**src/rtl/vscreen_pkg.sv**
```systemverilog
package vscreen_pkg;

  typedef enum logic [1:0] {
    SEL_WIDTH = 2'd0,
    SEL_XOFF  = 2'd1,
    SEL_YOFF  = 2'd2,
    SEL_NONE  = 2'd3
  } wr_sel_e;

  typedef enum logic {
    ST_IDLE = 1'b0,
    ST_DIV  = 1'b1
  } calc_state_e;

  // whole bytes a pixel of the given depth occupies, rounded up
  function automatic logic [3:0] bytes_per_px(input logic [5:0] bpp);
    logic [6:0] sum;
    sum = {1'b0, bpp} + 7'd7;
    return sum[6:3];
  endfunction

endpackage

```
**src/rtl/vscreen_pitch.sv**
```systemverilog
// Converts a pixel count to a byte count for the current depth.
module vscreen_pitch #(
  parameter int DW   = 16,
  parameter int BPPW = 6,
  parameter int OW   = DW + 3
) (
  input  logic [DW-1:0]   pixels,
  input  logic [BPPW-1:0] bpp,
  output logic [OW-1:0]   bytes
);
  import vscreen_pkg::*;

  logic [3:0]    mult;
  logic [OW-1:0] wide;

  always_comb begin
    mult  = bytes_per_px(6'(bpp));
    wide  = OW'(pixels);
    if (bpp == BPPW'(4)) bytes = wide >> 1;
    else                 bytes = wide * OW'(mult);
  end

endmodule

```
**src/rtl/vscreen_div.sv**
```systemverilog
// Serial restoring divider: one quotient bit per clock, NW steps per run.
module vscreen_div #(
  parameter int NW = 24,
  parameter int DVW = 19
) (
  input  logic           clk,
  input  logic           rst_n,
  input  logic           start,
  input  logic [NW-1:0]  dividend,
  input  logic [DVW-1:0] divisor,
  output logic [NW-1:0]  quotient,
  output logic           fin
);
  localparam int CW = $clog2(NW + 1);

  logic [DVW:0]   rem_q;
  logic [NW-1:0]  quo_q;
  logic [DVW-1:0] dvs_q;
  logic [CW-1:0]  cnt_q;
  logic           run_q;
  logic [DVW:0]   rem_sh;
  logic           take;

  always_comb begin
    rem_sh = {rem_q[DVW-1:0], quo_q[NW-1]};
    take   = rem_sh >= {1'b0, dvs_q};
  end

  always_ff @(posedge clk or negedge rst_n) begin
    if (!rst_n) begin
      rem_q <= '0;
      quo_q <= '0;
      dvs_q <= '0;
      cnt_q <= '0;
      run_q <= 1'b0;
      fin   <= 1'b0;
    end else begin
      fin <= 1'b0;
      if (start) begin
        rem_q <= '0;
        quo_q <= dividend;
        dvs_q <= divisor;
        cnt_q <= CW'(NW);
        run_q <= 1'b1;
      end else if (run_q) begin
        rem_q <= take ? (rem_sh - {1'b0, dvs_q}) : rem_sh;
        quo_q <= {quo_q[NW-2:0], take};
        cnt_q <= cnt_q - 1'b1;
        if (cnt_q == CW'(1)) begin
          run_q <= 1'b0;
          fin   <= 1'b1;
        end
      end
    end
  end

  assign quotient = quo_q;

endmodule

```
**src/rtl/vscreen_start.sv**
```systemverilog
// Start address in 32-bit words from pitch, pan offsets and depth.
module vscreen_start #(
  parameter int DW   = 16,
  parameter int BPPW = 6,
  parameter int LOW  = DW + 3,
  parameter int SAW  = LOW + DW - 1
) (
  input  logic [LOW-1:0]  pitch,
  input  logic [DW-1:0]   xoff,
  input  logic [DW-1:0]   yoff,
  input  logic [BPPW-1:0] bpp,
  output logic [SAW-1:0]  word_addr
);
  localparam int BW = SAW + 2;

  logic [LOW-1:0] xbytes;
  logic [BW-1:0]  byte_addr;

  vscreen_pitch #(.DW(DW), .BPPW(BPPW), .OW(LOW)) u_xconv (
    .pixels(xoff),
    .bpp   (bpp),
    .bytes (xbytes)
  );

  always_comb begin
    byte_addr = BW'(pitch) * BW'(yoff) + BW'(xbytes);
    word_addr = byte_addr[BW-1:2];
  end

endmodule

```
**src/rtl/vscreen_calc.sv**
```systemverilog
module vscreen_calc #(
  parameter int DW   = 16,
  parameter int BPPW = 6,
  parameter int MW   = 24,
  localparam int LOW = DW + 3,
  localparam int SAW = LOW + DW - 1
) (
  input  logic            clk,
  input  logic            rst_n,
  input  logic            wr_valid,
  output logic            wr_ready,
  input  logic [1:0]      wr_sel,
  input  logic [DW-1:0]   wr_data,
  input  logic [DW-1:0]   cur_xres,
  input  logic [DW-1:0]   cur_yres,
  input  logic [BPPW-1:0] cur_bpp,
  input  logic [MW-1:0]   vram_bytes,
  output logic [LOW-1:0]  line_offset,
  output logic [DW-1:0]   virt_width,
  output logic [MW-1:0]   virt_height,
  output logic [SAW-1:0]  start_addr,
  output logic            busy,
  output logic            done
);
  import vscreen_pkg::*;

  calc_state_e   state_q;
  logic [DW-1:0] xoff_q, yoff_q, cand_w_q;
  logic [LOW-1:0] cand_p_q;
  logic [LOW-1:0] new_pitch;
  logic [DW-1:0] x_next, y_next;
  logic [SAW-1:0] start_next;
  logic [MW-1:0] quot;
  logic          div_fin;
  logic          accept, width_ok, div_go;
  wr_sel_e       sel;

  assign sel      = wr_sel_e'(wr_sel);
  assign wr_ready = (state_q == ST_IDLE);
  assign busy     = (state_q == ST_DIV);
  assign accept   = wr_valid && wr_ready;

  vscreen_pitch #(.DW(DW), .BPPW(BPPW), .OW(LOW)) u_wconv (
    .pixels(wr_data),
    .bpp   (cur_bpp),
    .bytes (new_pitch)
  );

  assign width_ok = (wr_data >= cur_xres) && (new_pitch != '0);
  assign div_go   = accept && (sel == SEL_WIDTH) && width_ok;

  vscreen_div #(.NW(MW), .DVW(LOW)) u_div (
    .clk     (clk),
    .rst_n   (rst_n),
    .start   (div_go),
    .dividend(vram_bytes),
    .divisor (new_pitch),
    .quotient(quot),
    .fin     (div_fin)
  );

  assign x_next = (accept && sel == SEL_XOFF) ? wr_data : xoff_q;
  assign y_next = (accept && sel == SEL_YOFF) ? wr_data : yoff_q;

  vscreen_start #(.DW(DW), .BPPW(BPPW), .LOW(LOW), .SAW(SAW)) u_start (
    .pitch    (line_offset),
    .xoff     (x_next),
    .yoff     (y_next),
    .bpp      (cur_bpp),
    .word_addr(start_next)
  );

  always_ff @(posedge clk or negedge rst_n) begin
    if (!rst_n) begin
      state_q     <= ST_IDLE;
      xoff_q      <= '0;
      yoff_q      <= '0;
      cand_w_q    <= '0;
      cand_p_q    <= '0;
      line_offset <= '0;
      virt_width  <= '0;
      virt_height <= '0;
      start_addr  <= '0;
      done        <= 1'b0;
    end else begin
      done <= 1'b0;
      if (state_q == ST_IDLE) begin
        if (accept) begin
          case (sel)
            SEL_WIDTH: begin
              if (width_ok) begin
                state_q  <= ST_DIV;
                cand_w_q <= wr_data;
                cand_p_q <= new_pitch;
              end else begin
                done <= 1'b1;
              end
            end
            SEL_XOFF, SEL_YOFF: begin
              xoff_q     <= x_next;
              yoff_q     <= y_next;
              start_addr <= start_next;
              done       <= 1'b1;
            end
            default: done <= 1'b1;
          endcase
        end
      end else if (div_fin) begin
        if (quot >= MW'(cur_yres)) begin
          virt_width  <= cand_w_q;
          virt_height <= quot;
          line_offset <= cand_p_q;
        end
        state_q <= ST_IDLE;
        done    <= 1'b1;
      end
    end
  end

endmodule

```
**config.mk**
```make
export PLATFORM = sky130hd
export DESIGN_NAME = vscreen_calc
export DESIGN_NICKNAME = d
export VERILOG_FILES = /design/src/rtl/vscreen_pkg.sv /design/src/rtl/vscreen_pitch.sv /design/src/rtl/vscreen_div.sv /design/src/rtl/vscreen_start.sv /design/src/rtl/vscreen_calc.sv
export SDC_FILE = /design/constraint.sdc
export NUM_CORES = 1
export LEC_CHECK = 0
export BUFFER_PORTS_ARGS = -buffer_cell sky130_fd_sc_hd__buf_2
export CAP_MARGIN = 20
export CORE_ASPECT_RATIO = 0.9
export CORE_UTILIZATION = 58
export CTS_BUF_LIST = sky130_fd_sc_hd__clkbuf_16
export DETAILED_ROUTE_END_ITERATION = 12
export GPL_ROUTABILITY_DRIVEN = 0
export PLACE_DENSITY_LB_ADDON = 0.25
export RECOVER_POWER = 100
export SYNTH_ARGS = -nofsm -noshare
export SYNTH_HDL_FRONTEND = slang
export SYNTH_HIERARCHICAL = 1
export SYNTH_SLANG_ARGS = --single-unit
```
**constraint.sdc**
```tcl
create_clock -name clk -period 10.9 [get_ports clk]
set_input_delay 2.18 -clock clk [delete_from_list [all_inputs] [get_ports clk]]
set_output_delay 2.18 -clock clk [all_outputs]
set_load 0.005 [all_outputs]
```
==> results of run 1 <==
-- state kept, by name, summed over array words and instances (netlist names) --
name,count
u_div/fin,1
done,1
yoff_q,16
u_div/dvs_q,19
line_offset,19
start_addr,34
cand_w_q,16
busy,1
u_div/cnt_q,5
u_div/quotient,24
virt_height,24
virt_width,16
u_div/run_q,1
u_div/rem_q,19
xoff_q,16
cand_p_q,19
-- kinds of logic after synthesis --
logic type,share of synthesized area (%)
flops,21.3
fa+ha+maj,32.9
mux,9.62
xor+xnor,2.29
simple gates,15.2
buf+inv,9.03
compound gates,9.72
-- cells in the mapped netlist, types with 20 or more instances --
cell type  count
mux2_4        28
a21o_1        28
a211oi_1      20
and2_1       144
ha_1         211
nor2b_1       44
xor2_1        33
and3_1        41
mux2_2       154
clkbuf_1      87
nor2_1        69
and2b_1       20
inv_1        491
nand2b_1      25
nand4_1       26
nand3_1       24
a21oi_1       90
fa_1         313
o21ai_0       92
dfrtp_1      231
mux2i_1       34
xnor2_1       38
nand2_1      357
-- worst max path at each step --
stage | endpoint | cells after the start
floorplan | start_addr[28] | 33
global placement | start_addr[33] | 33
finish | start_addr[23] | 31
global route | start_addr[33] | 33
detailed placement | start_addr[33] | 33
CTS | start_addr[33] | 33
-- power groups by stage --
stage	registers, mW	logic [mW]	clock network [mW]
CTS	1.54	4.82	1.01
global placement	1.53	4.62	0
global route	1.59	5.39	1.04
floorplan	1.40	3.68	0
detailed placement	1.56	4.78	0
finish	1.55	4.77	0.989
-- area by class of cell --
cell class	count	area, um^2
inverter	492	1850
fill	3767	16700
multi-input combinational	2014	18700
clock inverter	21	277
tap	608	761
timing repair buffer	206	996
sequential	231	5780
clock buffer	27	676
-- routing by layer --
layer / GRT usage [%] / part of all wire [%]
met1: 40.8 / 42
met2: 48.8 / 46
met3: 5.02 / 7.4
met4: 11.5 / 3.9
met5: 0 / 0
-- critical path, delay by kind of cell --
kind,cells,cell delay [ns]
AO/OA/AOI/OAI,6,2.25
XOR/XNOR,2,0.35
adder cells (fa/ha/maj),8,3.76
buffers and inverters,9,0.93
multiplexers,2,0.69
AND/OR/NAND/NOR,4,0.79
-- per-stage QoR --
step / power, mW / instance area (um^2) / std cells / worst slack, ns / util (%)
after floorplan: 5.08 / 27100 / 2859 / 0.910 / -
after global placement: 6.16 / 28400 / 3548 / 0.374 / 62.0
after detailed placement: 6.34 / 28400 / 3548 / 0.162 / 62.0
after CTS: 7.37 / 29300 / 3596 / 0.728 / 64.1
after global routing: 8.02 / 29100 / 3599 / 0.108 / 63.5
final: 7.31 / 29100 / 3599 / 0.395 / 63.5
-- layout by cell type, fill, tap and decap left out, drive strengths merged, types with 20 or more instances in the layout --
cell and count:
a21oi 95, fa 313, a21o 30, o21ai 104, mux2i 34, clkbuf 88, and3 41, buf 145
a211oi 26, nand3 24, inv 497, and2b 20, nand2 359, nand2b 26, dfrtp 231, xor2 33
nand4 27, mux2 192, nor2b 44, ha 211, nor2 70, xnor2 38, o211ai 20, and2 147
==> metrics, run 1 <==
Tot GR Track Use 30.2%; combinational cell fraction of total power 65.3%; H-tree depth 1; First-pass DRT Iterations 8; post-synth cell types 92; Worst setup EP type register; nature of the critical path startpoint input port; Fin Setup TNS 0 ns; Static Leakage 15.1 nW; Core Area 45700 um^2; total gr overflow 0; Initial Util 59.3%; TritonCTS clock tree done; CTS sink cnt 231; clock network power share 13.5%; Worst-Skew Late Latency 0.58 ns; Most used DFF post-synth dfrtp_1; drt total wl 69100 um; hold crit path type reg -> reg; period utilisation layout 96.4%; end of the worst register-to-register path start_addr[23]; RSZ-0062 raised after global routing false; Hold Vio Cnt, Final 0; share of cells above drive strength 1 12.7%; number of global-route vias before repair 22500; fin crit period 10.51 ns; Ys Warns 6; worst reg2reg path startpoint busy; Pwr per Cell Area 251 nW/um^2; switch share 49.3%; Yosys top cell by area fa_1; Slew Limit Headroom -237%; Max IR drop VDD 277 uV; Setup Fix Bufs, Post-CTS 0; DP HPWL 51700 um; die width 230 um; Post-synth EDFFs 0; post-synthesis sequential area ratio 21.3%; WHS Endpoint cand_p_q[10]; type of the worst setup path in -> reg; CP max stage cell o311ai_2; Synth area leaders fa_1, dfrtp_1, ha_1; DR WL/cell 19.2 um; fmax 95.2 MHz; vias 21000; P_sw 3.60 mW; Post-layout nets 3579; #FFs+latches synth 231; Reg2Reg Depth 29; clock root cell clkbuf_16; DR vias/cell 5.82; syn avg cell area 9.48 um^2; Final Max Slew Viols 408; DRC violations left 0; Port Buf Inserts 178; Final Skew 0.0183 ns; hold_buf cts 0; post_cts resized 0; CTS clock-pin slew for the worst setup and hold paths 0.06 ns; Initial DRC Count 1567; Largest stage delay, worst path 0.72 ns; CP Launch Point wr_valid; Int Power 3.71 mW; Area Growth Syn to Fin 7.20%; Detail Route Antenna Nets 0; Syn Std Cell Area 27100 um^2; global-route wire length before repair 116000 um; fraction of power consumed by sequential logic 21.2%; reg-to-reg slack, setup 1.63 ns; Post-Syn Nets 3466; Die Ht 207 um; Hold WS 0.481 ns; Arrival @ worst endpoint 10.96 ns; ys async rst share 100%; worst hold path depth 1; CTS Buf Count 27; final setup violation count 0; buffers from clock root to sink, at most 3; Antenna diodes 0; Max FO, Critical Path 17; Worst EP required 11.36 ns; initial antenna violation count 0; outcome complete, but fails checks; die area 47600 um^2; row count 74; I/O Pins 179; top cell type's share of synthesized area 23.1%; largest net degree at the start of global routing 88; cells after synthesis 2859; max cap viols 7; worst-margin pin slew 5.06 ns; Worst Hold Launch cand_p_q[10]; violated checks max-capacitance violations, max-slew violations
Note: power is estimated with default switching activity, not from simulation.
==> run 2, diff against run 1 <==
--- a/config.mk
+++ b/config.mk
@@ -8,7 +8,7 @@
 export BUFFER_PORTS_ARGS = -buffer_cell sky130_fd_sc_hd__buf_2
 export CAP_MARGIN = 20
 export CORE_ASPECT_RATIO = 0.9
-export CORE_UTILIZATION = 58
+export CORE_UTILIZATION = 35
 export CTS_BUF_LIST = sky130_fd_sc_hd__clkbuf_16
 export DETAILED_ROUTE_END_ITERATION = 12
 export GPL_ROUTABILITY_DRIVEN = 0
==> run 2 against run 1 <==
The flow still finishes with violations (max-capacitance violations, max-slew violations). Die area is 65% higher. Flip-flop and latch count stayed put. Critical path depth is 2 higher. Fmax is 2.2% higher. Power is 0.31% higher. Core utilization is 25 points lower. Global-route usage is 10 points lower. Count of clock-buffer cells in the layout is 2 higher. Clock skew is 0.013 ns higher. Via count is 4.4% lower. First-iteration DRC count is 16% lower. Critical endpoint is now start_addr[33]. Largest cell class unchanged.
==> metrics, run 2 (synthesis results as in run 1) <==
Slew Limit Headroom -305%; Max IR drop VDD 180 uV; Reg2Reg Depth 32; die area 78600 um^2; DP HPWL 56100 um; violated checks max-capacitance violations, max-slew violations; Die Ht 266 um; Final Max Slew Viols 349; Post-DP Area 29000 um^2; CTS clock-pin slew for the worst setup and hold paths 0.07 ns; RSZ-0062 raised after global routing false; worst hold path depth 1; share of cells above drive strength 1 12.7%; initial antenna violation count 3; Initial DRC Count 1319; H-tree depth 1; vias 20000; DR WL/cell 18.6 um; worst-margin pin slew 6.07 ns; DRC violations left 0; Port Buf Inserts 178; fill count 7863; Area Growth Syn to Fin 9.18%; Hold Vio Cnt, Final 0; I/O Pins 179; largest register by flop count start_addr; buffers from clock root to sink, at most 3; hold_buf cts 0; clock root cell clkbuf_16; Setup Fix Bufs, Post-CTS 0; Core Area 76400 um^2; max cap viols 7; number of global-route vias before repair 20900; Largest stage delay, worst path 0.57 ns; register area 5780 um^2; row count 96; Final Skew 0.0310 ns; Static Leakage 15.1 nW; most frequent cells in the layout inv_1, nand2_1, fa_1; period utilisation layout 94.3%; Post-layout nets 3588; Antenna diodes 0; Initial Util 35.5%; CTS sink cnt 231; outcome complete, but fails checks; most common cell after layout, fill and taps aside inv_1; Worst-Skew Late Latency 0.61 ns; Fin Setup TNS 0 ns; area of the multi-input gates 18700 um^2; CP max stage cell a311oi_1; DR vias/cell 4.97; Detail Route Antenna Nets 0; final setup violation count 0; die width 295 um; CTS Buf Count 29; largest net degree at the start of global routing 105; fin crit period 10.28 ns; total gr overflow 0; TritonCTS clock tree done; Tot GR Track Use 19.8%; Worst EP required 11.37 ns; Worst setup EP type register; most frequent cell on the critical path inv_1; fmax 97.3 MHz; fin area 29600 um^2; Arrival @ worst endpoint 10.75 ns; global-route wire length before repair 122000 um; hold crit path type reg -> reg; post_cts resized 0; nature of the critical path startpoint input port; Max FO, Critical Path 12; Pwr per Cell Area 248 nW/um^2; First-pass DRT Iterations 6; type of the worst setup path in -> reg; drt total wl 75000 um; Largest register FFs 34
run 2: cell count changes in the layout (fill, tap and decap cells not counted), moves of 3 or more:
cell,delta
buf_4,+7
mux2_2,+13
mux2_1,-13
bufinv_16,-3
inv_8,-3
clkinv_1,+5
clkbuf_1,+8
buf_2,-12
clkinv_2,-3
inv_1,+6
run 2: area by class of cell:
type	count	area share, %
Multi-Input combinational cell	2014	63.3
Sequential cell	231	19.5
Inverter	492	6.24
Tap cell	1029	4.35
Timing Repair Buffer	213	3.51
Clock buffer	29	2.45
Clock inverter	24	0.630
run 2: path summary, 6_finish.rpt:
kind                       slack, ns              end         start
setup / recovery                0.62   start_addr[33]     wr_sel[1]
hold / removal                  0.48  line_offset[18]  cand_p_q[18]
setup reg to reg                1.88   start_addr[33]          busy
hold reg to reg                 0.48  line_offset[18]  cand_p_q[18]
max in group asynchronous       2.80      u_div/run_q         rst_n
min in group asynchronous       3.83   virt_width[12]         rst_n
run 2: where the power goes:
group	switching, mW	internal (mW)
clock network	0.416	0.532
logic	2.90	1.91
registers	0.362	1.21
run 2: critical path: cells and delay by family:
kind	cells	cell delay [ns]
buf+inv	9	0.70
compound gates	8	1.92
xor+xnor	2	0.26
simple gates	3	0.81
mux	2	0.72
fa+ha+maj	9	4.16
run 2: per-stage QoR:
step	setup WS, ns	utilization [%]	hold WS, ns	cells	total power [mW]
6_report	0.621	38.7	0.482	4032	7.33
2_1_floorplan	0.910	-	0.458	2859	5.08
4_1_cts	0.817	39.2	0.483	4032	7.48
5_1_grt	0.102	38.7	0.497	4032	8.13
3_3_place_gp	0.231	38.0	0.478	3979	6.47
3_5_place_dp	0.160	38.0	0.478	3979	6.47
run 2: metal layers:
layer,vias up,share of wire (%),GRT usage [%]
met5,-,0,0
met4,0,1.6,3.29
met3,72,5.6,2.90
met2,450,44,31.2
met1,10000,48,29.1
li1,9485,-,-
==> run 3, diff against run 2 <==
--- a/config.mk
+++ b/config.mk
@@ -5,12 +5,12 @@
 export SDC_FILE = /design/constraint.sdc
 export NUM_CORES = 1
 export LEC_CHECK = 0
-export BUFFER_PORTS_ARGS = -buffer_cell sky130_fd_sc_hd__buf_2
 export CAP_MARGIN = 20
 export CORE_ASPECT_RATIO = 0.9
 export CORE_UTILIZATION = 35
 export CTS_BUF_LIST = sky130_fd_sc_hd__clkbuf_16
 export DETAILED_ROUTE_END_ITERATION = 12
+export DONT_BUFFER_PORTS = 1
 export GPL_ROUTABILITY_DRIVEN = 0
 export PLACE_DENSITY_LB_ADDON = 0.25
 export RECOVER_POWER = 100
==> run 3 against run 2 <==
The run still ends with max-capacitance violations, max-slew violations left. Critical path depth decreased by 3. Flip-flop and latch count stayed put. Count of clock-buffer cells in the layout unchanged. Setup slack better by 0.097 ns. Core utilization decreased by 1.0 points. Clock power rose by 11%. Worst hold slack got worse by 0.0038 ns. Critical path type unchanged. Highest routed layer is now met5.
==> metrics, run 3 (synthesis results as in run 1) <==
outcome complete, but fails checks; violated checks max-capacitance violations, max-slew violations; Area Growth Syn to Fin 6.26%; fraction of power consumed by sequential logic 21.8%; Pwr per Cell Area 252 nW/um^2; CTS clock-pin slew for the worst setup and hold paths 0.06 ns; I/O Pins 179; fin util 37.7%; row count 96; Arrival @ worst endpoint 10.65 ns; max cap viols 3; largest net degree at the start of global routing 232; drt total wl 73700 um; Tot GR Track Use 19.4%; Antenna diodes 0; worst-margin pin slew 3.19 ns; fmax 98.2 MHz; vias 19300; CP max stage cell fa_1; overall power 7.27 mW; Final Max Slew Viols 103; Largest register FFs 34; buffers from clock root to sink, at most 3; DR vias/cell 5.03; final setup violation count 0; RSZ-0062 raised after global routing false; die area 78600 um^2; Hold WS 0.478 ns; Worst-Skew Late Latency 0.60 ns; met1 usage 27.8%; combinational cell fraction of total power 63.8%; die width 295 um; Hold Vio Cnt, Final 0; met3 usage 3.71%; Max IR drop VDD 191 uV; hold_buf cts 0; global-route wire length before repair 119000 um; Largest stage delay, worst path 0.57 ns; most common cell after layout, fill and taps aside inv_1; clock network power share 14.4%; met2 usage 30.4%; CTS Buf Count 29; period utilisation layout 93.4%; Slew Limit Headroom -113%; P_sw 3.59 mW; hold crit path type reg -> reg; initial antenna violation count 6; post_cts resized 0; Worst setup EP type register; switch share 49.4%; nature of the critical path startpoint input port; First-pass DRT Iterations 5; Initial Util 35.5%; most frequent cell on the critical path inv_1; Port Buf Inserts 0; Initial DRC Count 1166; reg-to-reg slack, setup 1.80 ns; Core Area 76400 um^2; Static Leakage 14.5 nW; Max FO, Critical Path 11; clock root cell clkbuf_16; Fin Setup TNS 0 ns; Setup Fix Bufs, Post-CTS 0; Post-layout nets 3399; Worst EP required 11.37 ns; share of cells above drive strength 1 9.13%; DRC violations left 0; most frequent cells in the layout inv_1, nand2_1, fa_1; DR WL/cell 19.2 um; Die Ht 266 um; H-tree depth 1; Int Power 3.68 mW; largest register by flop count start_addr; total gr overflow 0; Detail Route Antenna Nets 0; type of the worst setup path in -> reg; number of global-route vias before repair 20400; global route hottest layer met2; CTS sink cnt 231; TritonCTS clock tree done; fin crit period 10.18 ns; Final Skew 0.0159 ns; DP HPWL 54300 um
-- run 3: cell count changes in the layout (fill, tap and decap cells not counted), moves of 2 or more --
cell / previous run / this run
clkinv_1: 7 / 5
buf_4: 23 / 13
a211oi_1: 22 / 20
a211oi_2: 4 / 6
clkbuf_1: 68 / 9
inv_1: 498 / 494
buf_2: 117 / 0
bufinv_16: 2 / 6
clkinv_4: 2 / 4
-- run 3: cell type report --
| class | instances | area, um^2 |
|---|---|---|
| clock buffers | 29 | 726 |
| clock inverters | 24 | 307 |
| fillers | 7835 | 47600 |
| inverters | 492 | 1850 |
| multi-input cells | 2014 | 18700 |
| flip-flops and latches | 231 | 5780 |
| well taps | 1029 | 1290 |
| repair buffers | 24 | 141 |
-- run 3: power groups by stage --
stage | clock network (mW) | registers (mW) | logic [mW]
finish | 1.05 | 1.59 | 4.64
global route | 1.12 | 1.65 | 5.28
CTS | 1.09 | 1.60 | 4.73
detailed placement | 0 | 1.61 | 4.70
global placement | 0 | 1.61 | 4.68
floorplan | 0 | 1.40 | 3.68
-- run 3: final timing paths --
path                            cells after the start    startpoint         endpoint
worst max-delay path                               30     wr_sel[1]   start_addr[28]
worst min-delay path                                1  cand_p_q[16]  line_offset[16]
worst max register to register                     30          busy   start_addr[28]
worst min register to register                      1  cand_p_q[16]  line_offset[16]
max in group asynchronous                           0         rst_n      u_div/run_q
min in group asynchronous                           0         rst_n    start_addr[2]
-- run 3: critical path: cells and delay by family --
kind                     cells  cell delay (ns)
XOR/XNOR                     1             0.16
adder cells (fa/ha/maj)      9             4.14
AND/OR/NAND/NOR              3             1.07
multiplexers                 2             0.74
buffers and inverters        7             0.41
AO/OA/AOI/OAI                8             1.91
-- run 3: per-stage QoR --
stage          cells  worst slack [ns]  area, um^2
6_report        3843             0.719       28800
5_1_grt         3843             0.220       28800
4_1_cts         3843             0.894       29000
3_5_place_dp    3790             0.264       28000
3_3_place_gp    3790             0.346       28000
2_1_floorplan   2859             0.910       27100
-- run 3: per-layer routing --
metal,routed length (um),up-vias
met5,13,-
li1,-,9101
met4,1190,2
met1,35700,9790
met2,32600,381
met3,4220,72
